File: config.mk
export PLATFORM = sky130hd
export DESIGN_NAME = wpot_slave
export DESIGN_NICKNAME = d
export VERILOG_FILES = /design/src/rtl/wpot_pkg.sv /design/src/rtl/wpot_sync.sv /design/src/rtl/wpot_bus_cond.sv /design/src/rtl/wpot_frame_fsm.sv /design/src/rtl/wpot_wipers.sv /design/src/rtl/wpot_slave.sv
export SDC_FILE = /design/constraint.sdc
export NUM_CORES = 1
export LEC_CHECK = 0
export CAP_MARGIN = 30
export CORE_ASPECT_RATIO = 0.75
export CORE_MARGIN = 2
export CORE_UTILIZATION = 40
export DETAILED_ROUTE_END_ITERATION = 16
export SETUP_SLACK_MARGIN = 0.15
export SLEW_MARGIN = 10
export SYNTH_ARGS = -nofsm -noshare
export SYNTH_HDL_FRONTEND = slang
export SYNTH_SLANG_ARGS = --single-unit
File: constraint.sdc
create_clock -name clk -period 5.05 [get_ports clk]
set_input_delay 1.01 -clock clk [delete_from_list [all_inputs] [get_ports clk]]
set_output_delay 1.01 -clock clk [all_outputs]
set_load 0.005 [all_outputs]
File: src/rtl/wpot_pkg.sv
package wpot_pkg;

    localparam int BYTE_W = 8;
    localparam int CNT_W  = $clog2(BYTE_W);
    localparam int NUM_CH = 2;
    localparam logic [4:0]        ADDR_FIXED = 5'b01011;
    localparam logic [BYTE_W-1:0] MIDPOINT   = 8'h80;

    typedef enum logic [3:0] {
        ST_IDLE,
        ST_ADDR,
        ST_ADDR_ACK,
        ST_CTRL,
        ST_CTRL_ACK,
        ST_VAL,
        ST_VAL_ACK,
        ST_RD_BIT,
        ST_RD_ACK
    } phase_e;

    // control byte as received, MSB first
    typedef struct packed {
        logic       ch;
        logic       reload;
        logic       sd;
        logic       p1;
        logic       p2;
        logic [2:0] spare;
    } ctrl_byte_t;

    typedef struct packed {
        logic ch;
        logic reload;
        logic sd;
        logic p1;
        logic p2;
    } ctl_t;

    typedef struct packed {
        logic start;
        logic stop;
        logic rise;
        logic fall;
        logic sda;
    } bus_ev_t;

    function automatic logic addr_hit(input logic [6:0] a, input logic [1:0] strap);
        return a == {ADDR_FIXED, strap};
    endfunction

endpackage

File: src/rtl/wpot_sync.sv
module wpot_sync #(
    parameter int STAGES = 2,
    parameter int W      = 2
) (
    input  logic         clk,
    input  logic         rst,
    input  logic [W-1:0] d,
    output logic [W-1:0] q
);
    logic [W-1:0] pipe [STAGES];

    always_ff @(posedge clk) begin
        if (rst) begin
            for (int i = 0; i < STAGES; i++) pipe[i] <= '1;
        end else begin
            pipe[0] <= d;
            for (int i = 1; i < STAGES; i++) pipe[i] <= pipe[i-1];
        end
    end

    assign q = pipe[STAGES-1];
endmodule

File: src/rtl/wpot_bus_cond.sv
module wpot_bus_cond import wpot_pkg::*; (
    input  logic    clk,
    input  logic    rst,
    input  logic    scl_s,
    input  logic    sda_s,
    output bus_ev_t ev
);
    logic scl_q, sda_q;

    always_ff @(posedge clk) begin
        if (rst) begin
            scl_q <= 1'b1;
            sda_q <= 1'b1;
        end else begin
            scl_q <= scl_s;
            sda_q <= sda_s;
        end
    end

    always_comb begin
        ev.start = scl_s & scl_q & sda_q & ~sda_s;
        ev.stop  = scl_s & scl_q & ~sda_q & sda_s;
        ev.rise  = scl_s & ~scl_q;
        ev.fall  = ~scl_s & scl_q;
        ev.sda   = sda_s;
    end
endmodule

File: src/rtl/wpot_frame_fsm.sv
module wpot_frame_fsm import wpot_pkg::*; (
    input  logic              clk,
    input  logic              rst,
    input  bus_ev_t           ev,
    input  logic [1:0]        strap,
    input  logic [BYTE_W-1:0] rd_byte,
    output logic              sda_low,
    output logic              ctl_en,
    output ctl_t              ctl,
    output logic              wr_en,
    output logic [BYTE_W-1:0] wr_data
);
    localparam logic [CNT_W-1:0] LAST = CNT_W'(BYTE_W - 1);

    phase_e            state;
    logic [CNT_W-1:0]  cnt;
    logic [BYTE_W-1:0] shreg;
    logic              got, rd_mode;
    ctrl_byte_t        cb;

    assign cb = ctrl_byte_t'(shreg);

    always_ff @(posedge clk) begin
        if (rst) begin
            state   <= ST_IDLE;
            cnt     <= '0;
            shreg   <= '0;
            got     <= 1'b0;
            rd_mode <= 1'b0;
            ctl_en  <= 1'b0;
            ctl     <= '0;
            wr_en   <= 1'b0;
            wr_data <= '0;
        end else begin
            ctl_en <= 1'b0;
            wr_en  <= 1'b0;
            if (ev.start) begin
                state <= ST_ADDR;
                cnt   <= '0;
                got   <= 1'b0;
            end else if (ev.stop) begin
                state <= ST_IDLE;
                got   <= 1'b0;
            end else begin
                unique case (state)
                    ST_ADDR, ST_CTRL, ST_VAL: begin
                        if (ev.rise) begin
                            shreg <= {shreg[BYTE_W-2:0], ev.sda};
                            cnt   <= cnt + 1'b1;
                            if (cnt == LAST) got <= 1'b1;
                        end else if (ev.fall && got) begin
                            got <= 1'b0;
                            if (state == ST_ADDR) begin
                                if (addr_hit(shreg[7:1], strap)) begin
                                    state   <= ST_ADDR_ACK;
                                    rd_mode <= shreg[0];
                                end else begin
                                    state <= ST_IDLE;
                                end
                            end else if (state == ST_CTRL) begin
                                state <= ST_CTRL_ACK;
                            end else begin
                                state <= ST_VAL_ACK;
                            end
                        end
                    end
                    ST_ADDR_ACK: if (ev.fall) begin
                        cnt <= '0;
                        if (rd_mode) begin
                            state <= ST_RD_BIT;
                            shreg <= rd_byte;
                        end else begin
                            state <= ST_CTRL;
                        end
                    end
                    ST_CTRL_ACK: if (ev.fall) begin
                        ctl    <= '{ch: cb.ch, reload: cb.reload, sd: cb.sd, p1: cb.p1, p2: cb.p2};
                        ctl_en <= 1'b1;
                        cnt    <= '0;
                        state  <= ST_VAL;
                    end
                    ST_VAL_ACK: if (ev.fall) begin
                        wr_en   <= 1'b1;
                        wr_data <= shreg;
                        state   <= ST_IDLE;
                    end
                    ST_RD_BIT: if (ev.fall) begin
                        if (cnt == LAST) begin
                            state <= ST_RD_ACK;
                        end else begin
                            shreg <= {shreg[BYTE_W-2:0], 1'b0};
                            cnt   <= cnt + 1'b1;
                        end
                    end
                    ST_RD_ACK: begin
                        if (ev.rise && ev.sda) begin
                            state <= ST_IDLE;
                        end else if (ev.fall) begin
                            state <= ST_RD_BIT;
                            shreg <= rd_byte;
                            cnt   <= '0;
                        end
                    end
                    default: state <= ST_IDLE;
                endcase
            end
        end
    end

    assign sda_low = (state == ST_ADDR_ACK) || (state == ST_CTRL_ACK) ||
                     (state == ST_VAL_ACK) || ((state == ST_RD_BIT) && !shreg[BYTE_W-1]);

    a_r9_idle_quiet: assert property (@(posedge clk) disable iff (rst)
        (state == ST_IDLE) |-> !sda_low);

    a_r6_master_slot_free: assert property (@(posedge clk) disable iff (rst)
        (state == ST_RD_ACK) |-> !sda_low);

    a_r7_commit_after_val_ack: assert property (@(posedge clk) disable iff (rst)
        wr_en |-> ($past(state) == ST_VAL_ACK) && !ctl_en);

    a_r5_ctl_after_ctl_ack: assert property (@(posedge clk) disable iff (rst)
        ctl_en |-> ($past(state) == ST_CTRL_ACK) && (state == ST_VAL));
endmodule

File: src/rtl/wpot_wipers.sv
module wpot_wipers import wpot_pkg::*; (
    input  logic              clk,
    input  logic              rst,
    input  logic              ctl_en,
    input  ctl_t              ctl,
    input  logic              wr_en,
    input  logic [BYTE_W-1:0] wr_data,
    output logic [BYTE_W-1:0] wiper [NUM_CH],
    output logic [BYTE_W-1:0] rd_byte,
    output logic              sd_q,
    output logic              p1_q,
    output logic              p2_q
);
    logic sel;

    always_ff @(posedge clk) begin
        if (rst) begin
            sel  <= 1'b0;
            sd_q <= 1'b0;
            p1_q <= 1'b0;
            p2_q <= 1'b0;
        end else if (ctl_en) begin
            sel  <= ctl.ch;
            sd_q <= ctl.sd;
            p1_q <= ctl.p1;
            p2_q <= ctl.p2;
        end
    end

    for (genvar c = 0; c < NUM_CH; c++) begin : g_ch
        always_ff @(posedge clk) begin
            if (rst)
                wiper[c] <= MIDPOINT;
            else if (wr_en && (ctl.ch == 1'(c)))
                wiper[c] <= ctl.reload ? MIDPOINT : wr_data;
        end
    end

    assign rd_byte = wiper[sel];

    a_r7_hold_without_commit: assert property (@(posedge clk) disable iff (rst)
        !wr_en |=> $stable(wiper[0]) && $stable(wiper[1]));

    a_r4_reload_a: assert property (@(posedge clk) disable iff (rst)
        (wr_en && ctl.reload && !ctl.ch) |=> (wiper[0] == MIDPOINT) && $stable(wiper[1]));

    a_r4_reload_b: assert property (@(posedge clk) disable iff (rst)
        (wr_en && ctl.reload && ctl.ch) |=> (wiper[1] == MIDPOINT) && $stable(wiper[0]));
endmodule

File: src/rtl/wpot_slave.sv
module wpot_slave import wpot_pkg::*; (
    input  logic       clk,
    input  logic       rst,
    input  logic       scl_in,
    input  logic       sda_in,
    input  logic [1:0] strap_addr,
    output logic       sda_pull_low,
    output logic [7:0] wiper_a,
    output logic [7:0] wiper_b,
    output logic       shutdown,
    output logic       out_pin1,
    output logic       out_pin2
);
    logic [1:0]        lines_s;
    bus_ev_t           ev;
    logic              ctl_en, wr_en;
    ctl_t              ctl;
    logic [BYTE_W-1:0] wr_data, rd_byte;
    logic [BYTE_W-1:0] wiper [NUM_CH];

    wpot_sync #(.STAGES(2), .W(2)) u_sync (
        .clk(clk), .rst(rst), .d({scl_in, sda_in}), .q(lines_s)
    );

    wpot_bus_cond u_cond (
        .clk(clk), .rst(rst), .scl_s(lines_s[1]), .sda_s(lines_s[0]), .ev(ev)
    );

    wpot_frame_fsm u_fsm (
        .clk(clk), .rst(rst), .ev(ev), .strap(strap_addr), .rd_byte(rd_byte),
        .sda_low(sda_pull_low), .ctl_en(ctl_en), .ctl(ctl),
        .wr_en(wr_en), .wr_data(wr_data)
    );

    wpot_wipers u_regs (
        .clk(clk), .rst(rst), .ctl_en(ctl_en), .ctl(ctl), .wr_en(wr_en),
        .wr_data(wr_data), .wiper(wiper), .rd_byte(rd_byte),
        .sd_q(shutdown), .p1_q(out_pin1), .p2_q(out_pin2)
    );

    assign wiper_a = wiper[0];
    assign wiper_b = wiper[1];

    a_r8_no_pull_in_reset: assert property (@(posedge clk)
        $past(rst) |-> !sda_pull_low);
endmodule

==> results of run 1 <==
[registers in the layout, summed over array words and instances, names as in the netlist, 3 cells and up]
signal	count
u_fsm.wr_data	8
u_fsm.cnt	3
u_regs.wiper	16
u_fsm.ctl	5
u_fsm.cb	8
u_sync.pipe	4
u_fsm.state	4
[worst paths after layout]
| check | end | slack (ns) |
|---|---|---|
| worst max-delay path | sda_pull_low | 1.83 |
| worst min-delay path | u_sync.pipe[0][3]$_SDFF_PP1_ | 0.41 |
| worst max register to register | u_fsm.cb[0]$_SDFFE_PP0P_ | 2.56 |
| worst min register to register | u_sync.pipe[0][3]$_SDFF_PP1_ | 0.41 |
[per-stage QoR]
stage | instances | cell area [um2] | util, %
3_5_place_dp | 399 | 3025 | 44.50
4_1_cts | 414 | 3218 | 47.33
5_1_grt | 415 | 3223 | 47.41
2_1_floorplan | 317 | 2794 | -
6_report | 415 | 3223 | 47.41
3_3_place_gp | 399 | 3025 | 44.50
[synth_stat cells, drive strengths merged, types with 3 or more instances]
cell type  number  share of area, %
inv             5              0.67
o21ai           9               1.6
nor2b           3              0.67
xnor2           4               1.3
nand2          11               1.5
nand3           5              0.90
a22oi           3              0.81
a31oi           3              0.67
nand2b          4              0.90
nand4           3              0.67
or3             8               1.8
mux2i          29                10
buf             9               1.8
a21oi          28               5.0
a211oi          5               1.3
clkbuf         18               2.4
nand3b          4               1.1
mux2            7               2.8
nor2           48               6.4
nor3b          14               3.8
or2             7               1.6
dfxtp          58                42
[power groups by stage]
| stage | Combinational (mW) | Sequential, mW | Clock (mW) |
|---|---|---|---|
| 2_1_floorplan | 0.165 | 0.489 | 0 |
| 4_1_cts | 0.175 | 0.509 | 0.439 |
| 3_5_place_dp | 0.173 | 0.519 | 0 |
| 3_3_place_gp | 0.175 | 0.519 | 0 |
| 6_report | 0.178 | 0.511 | 0.426 |
| 5_1_grt | 0.200 | 0.514 | 0.458 |
[final cells by class]
| cell class | count | area share (%) |
|---|---|---|
| Timing Repair Buffer | 26 | 7.764 |
| Tap cell | 84 | 3.261 |
| Clock buffer | 10 | 4.270 |
| Clock inverter | 5 | 1.708 |
| Inverter | 5 | 0.5823 |
| Multi-Input combinational cell | 227 | 46.39 |
| Sequential cell | 58 | 36.02 |
[worst max-delay path, cell delays in order (launching register included)]
cell	delay, ns
dfxtp_1	0.71
inv_1	0.21
o21ai_0	0.21
a22oi_1	0.09
nor2_1	0.13
clkdlybuf4s50_1	0.52
[metal layers]
metal  track usage, %  vias to the layer above
li1                 -                     1147
met1            26.97                     1059
met2            21.21                       63
met3            6.606                        2
met4            4.110                        0
met5                0                        -
[cells by family after synthesis]
logic type	Yosys count	synth area share, %
mux	36	13.21
fa+ha+maj	2	0.8955
xor+xnor	6	1.881
simple gates	120	23.33
flops	58	41.56
buf+inv	32	4.926
compound gates	63	14.20
==> results.sh, run 1 <==
export IMPL_p_sw_share_pct=29.57
export IMPL_rsz0062_at_grt="false"
export IMPL_grt_ovfl_total=0
export IMPL_multi_input_area_mm2=0.001495
export IMPL_yosysSeqAreaShare_pct=41.56
export IMPL_cts_setup_buffers=0
export IMPL_wl_per_cell_um=15.04
export IMPL_slew_headroom_pct=39.78
export IMPL_antenna_found_initial=0
export IMPL_row_count=26
export IMPL_cts_reportedPaths_clkPinSlew_ns=0.07
export IMPL_synth_edf_count=0
export IMPL_synth_avg_cell_area_um2=8.814
export IMPL_post_route_period_util_pct=63.78
export IMPL_core_mm2=0.006799
export IMPL_synth_cell_area_mm2=0.002794
export IMPL_num_antenna_cells=0
export IMPL_clockBufferDepth=2
export IMPL_cts_tree="done"
export IMPL_initialDrtViolationCount=174
export IMPL_portBuffers=25
export IMPL_wl_met2_um=2531
export IMPL_final_setup_viol_count=0
export IMPL_maxSlewViolCount=0
export IMPL_cp_arrival_ns=2.21
export IMPL_r2r_cells=5
export IMPL_worstHoldStart="u_sync.pipe[0][1]$_SDFF_PP1_"
export IMPL_seq_area_mm2=0.001161
export IMPL_max_freq_ghz=0.3105
export IMPL_wl_um=6241
export IMPL_final_antenna_net_count=0
export IMPL_cts_root_buf="clkbuf_8"
export IMPL_clock_latency_ns=0.34
export IMPL_worstSetupStartpointType="flop"
export IMPL_critPathRequiredTime_ns=4.04
export IMPL_ctsHoldBuffers=0
export IMPL_grt_pass1_wl_um=10330
export IMPL_seqPwrFrac_pct=45.8
export IMPL_cts_buffers=9
export IMPL_dr_pass1_iters=4
export IMPL_synth_seq_cells=58
export IMPL_dpl_worst_slack_ns=2.228
export IMPL_fin_nets=335
export IMPL_power_share_clock_pct=38.2
export IMPL_p_per_area_mw_per_mm2=346.0
export IMPL_netSwitchingPower_mw=0.3298
export IMPL_dp_hpwl_um=4089
export IMPL_start_util_pct=41.09
export IMPL_fill_cells=653
export IMPL_ctsResizeCount=0
export IMPL_top_layer_used="met4"
export IMPL_drc=0
export IMPL_skew_ns=0.01610
export IMPL_grt_max_degree=53
export IMPL_ys_warn_count=0
export IMPL_critPathMaxFanout=19
export IMPL_crit_start="u_fsm.state[2]$_SDFFE_PP0P_"
export IMPL_leakagePower_nw=1.255
export IMPL_p_int_mw=0.7854
export IMPL_vias=2271
export IMPL_final_cell_mix="58 x dfxtp_1, 48 x nor2_1, 29 x mux2i_1"
export IMPL_synth_cell_type_count=49
export IMPL_die_w_um=100.5
export IMPL_pin_count=26
export IMPL_cap_violations=0
export IMPL_track_usage_pct=17.11
export IMPL_timing_rr_start="u_fsm.state[1]$_SDFFE_PP0P_"
export IMPL_clock_sinks=58
export IMPL_layout_commonest_cell="dfxtp_1"
export IMPL_synth_nets=325
export IMPL_h_tree_depth=3
export IMPL_syn2layout_area_growth_pct=15.36
export IMPL_via_per_inst=5.472
export IMPL_async_flop_share_pct=0
export IMPL_min_period_ns=3.221
export IMPL_hold_viol_final=0
export IMPL_hp_class="flop to flop"
export IMPL_finalPower_mw=1.115
export IMPL_synthCells=317
export IMPL_grt_pass1_vias=1961
export IMPL_path_class="flop to output pin"
export IMPL_vdd_ir_drop_max_mv=0.1268
export IMPL_cp_end_kind="output pin"
export IMPL_whs_ns=0.4112
export IMPL_finalWeightedCongestion=0.8494
export IMPL_status="completed"
export IMPL_p_comb_share_pct=16.0
export IMPL_drive_gt1_share_pct=10.57
export IMPL_dieArea_mm2=0.007677
export IMPL_holdPathStages=1
export IMPL_fin_ws_ns=1.829
export IMPL_tns_ns=0
export IMPL_die_h_um=76.38
export IMPL_synth_ff_type="dfxtp_1"
export IMPL_wl_met3_um=359
export IMPL_wl_met1_um=3329
export IMPL_tightest_slew_ns=0.9033
Note: power is estimated with default switching activity, not from simulation.
==> inputs of run 2 (changes only) <==
- clock period: 5.05 -> 3.2 ns (I/O delays scaled with it)
==> run 2 against run 1 <==
Against the previous run: critical endpoint unchanged; clock-buffer cell count up 4; design area up 0.23%; critical path depth unchanged; largest cell class unchanged.
==> results.sh, run 2 (same netlist as run 1, synthesis figures left out) <==
export IMPL_p_sw_share_pct=28.14
export IMPL_min_to="u_sync.pipe[0][3]$_SDFF_PP1_"
export IMPL_grt_max_degree=50
export IMPL_row_count=26
export IMPL_slew_headroom_pct=39.02
export IMPL_tightest_slew_ns=0.9119
export IMPL_pin_count=26
export IMPL_critPathMaxFanout=19
export IMPL_hp_class="flop to flop"
export IMPL_path_class="flop to output pin"
export IMPL_top_register="u_regs.wiper"
export IMPL_crit_chain="inv_1 -> o21ai_0 -> a22oi_1 -> nor2_1 -> clkdlybuf4s50_1"
export IMPL_timing_rr_start="u_fsm.state[1]$_SDFFE_PP0P_"
export IMPL_post_route_period_util_pct=86.85
export IMPL_r2r_cells=5
export IMPL_core_mm2=0.006799
export IMPL_holdPathStages=1
export IMPL_cp_end_kind="output pin"
export IMPL_seqPwrFrac_pct=45.7
export IMPL_grt_ovfl_total=0
export IMPL_layout_commonest_cell="dfxtp_1"
export IMPL_rsz0062_at_grt="false"
export IMPL_antenna_found_initial=0
export IMPL_vias=2284
export IMPL_die_w_um=100.5
export IMPL_h_tree_depth=3
export IMPL_worstHoldStart="u_sync.pipe[0][1]$_SDFF_PP1_"
export IMPL_p_per_area_mw_per_mm2=545.7
export IMPL_largest_reg_flops=16
export IMPL_status="completed"
export IMPL_hold_viol_final=0
export IMPL_syn2layout_area_growth_pct=15.63
export IMPL_grt_pass1_wl_um=10490
export IMPL_track_usage_pct=17.18
export IMPL_cts_buffers=9
export IMPL_path_buf_inv=2
export IMPL_dr_pass1_iters=4
export IMPL_drive_gt1_share_pct=9.940
export IMPL_num_antenna_cells=0
export IMPL_finalWeightedCongestion=0.8863
export IMPL_clock_sinks=58
export IMPL_via_per_inst=5.490
export IMPL_die_h_um=76.38
export IMPL_final_cell_mix="58 x dfxtp_1, 48 x nor2_1, 29 x mux2i_1"
export IMPL_p_int_mw=1.267
export IMPL_critPathRequiredTime_ns=2.56
export IMPL_max_stage_delay_ns=0.70
export IMPL_cp_slowest_cell="dfxtp_1"
export IMPL_clock_latency_ns=0.33
export IMPL_p_comb_share_pct=15.8
export IMPL_fin_nets=335
export IMPL_cp_arrival_ns=2.14
export IMPL_cts_setup_buffers=0
export IMPL_worstSetupStartpointType="flop"
export IMPL_ctsResizeCount=0
export IMPL_netSwitchingPower_mw=0.4961
export IMPL_r2r_end="u_fsm.cb[0]$_SDFFE_PP0P_"
export IMPL_skew_ns=0.01068
export IMPL_dieArea_mm2=0.007677
export IMPL_cap_violations=0
export IMPL_grt_pass1_vias=2065
export IMPL_maxSlewViolCount=0
export IMPL_leakagePower_nw=1.263
export IMPL_cp_top_family="flip-flops"
export IMPL_dp_hpwl_um=4094
export IMPL_wl_per_cell_um=14.72
export IMPL_vdd_ir_drop_max_mv=0.2381
export IMPL_start_util_pct=41.09
export IMPL_finalPower_mw=1.763
export IMPL_min_period_ns=2.779
export IMPL_cts_root_buf="clkbuf_8"
export IMPL_cts_reportedPaths_clkPinSlew_ns=0.07
export IMPL_final_antenna_net_count=0
export IMPL_wl_um=6122
export IMPL_r2r_setup_slack_ns=0.78
export IMPL_clockBufferDepth=2
export IMPL_initialDrtViolationCount=103
export IMPL_final_setup_viol_count=0
export IMPL_cts_tree="done"
export IMPL_max_freq_ghz=0.3598
export IMPL_ctsHoldBuffers=0
export IMPL_portBuffers=25
export IMPL_tns_ns=0
export IMPL_whs_ns=0.4126
export IMPL_power_share_clock_pct=38.5
export IMPL_drc=0
-- run 2: final cells by class --
class,count,area (um2)
clock inverter,2,35.03
multi-input combinational,227,1495
sequential,58,1161
timing repair buffer,26,252.7
clock buffer,14,162.7
fill,650,3568
inverter,5,18.77
tap,84,105.1
-- run 2: how the worst max path moves through the flow --
| stage | start | endpoint | slack, ns | cells past startpoint |
|---|---|---|---|---|
| floorplan | u_fsm.cnt[0]$_SDFFE_PP0P_ | u_fsm.cb[0]$_SDFFE_PP0P_ | 1.07 | 7 |
| global placement | u_fsm.state[2]$_SDFFE_PP0P_ | sda_pull_low | 0.84 | 5 |
| detailed placement | u_fsm.state[2]$_SDFFE_PP0P_ | sda_pull_low | 0.78 | 5 |
| CTS | u_fsm.state[2]$_SDFFE_PP0P_ | sda_pull_low | 0.41 | 5 |
| global route | u_fsm.state[2]$_SDFFE_PP0P_ | sda_pull_low | 0.15 | 5 |
| finish | u_fsm.state[2]$_SDFFE_PP0P_ | sda_pull_low | 0.42 | 5 |
-- run 2: per-layer routing --
layer / GRT usage [%] / wire length (um) / part of all wire, % / vias to the layer above
li1: - / - / - / 1149
met1: 27.03 / 3346 / 55 / 1071
met2: 21.68 / 2409 / 39 / 59
met3: 5.413 / 308 / 5.0 / 5
met4: 5.342 / 57 / 0.93 / 0
met5: 0 / 0 / 0 / -
-- run 2: power groups by stage --
stage | combinational [mW] | sequential [mW] | clock (mW)
2_1_floorplan | 0.260 | 0.772 | 0
3_3_place_gp | 0.272 | 0.818 | 0
3_5_place_dp | 0.275 | 0.821 | 0
4_1_cts | 0.277 | 0.804 | 0.696
5_1_grt | 0.312 | 0.813 | 0.729
6_report | 0.279 | 0.806 | 0.678
-- run 2: stage by stage --
stage               instances  utilization (%)  cell area [um2]  setup slack [ns]
floorplan                 317                -             2794             1.065
global placement          400            44.61             3033            0.8376
detailed placement        400            44.61             3033            0.7775
CTS                       416            47.52             3231            0.4094
global route              416            47.52             3231            0.1537
finish                    416            47.52             3231            0.4208
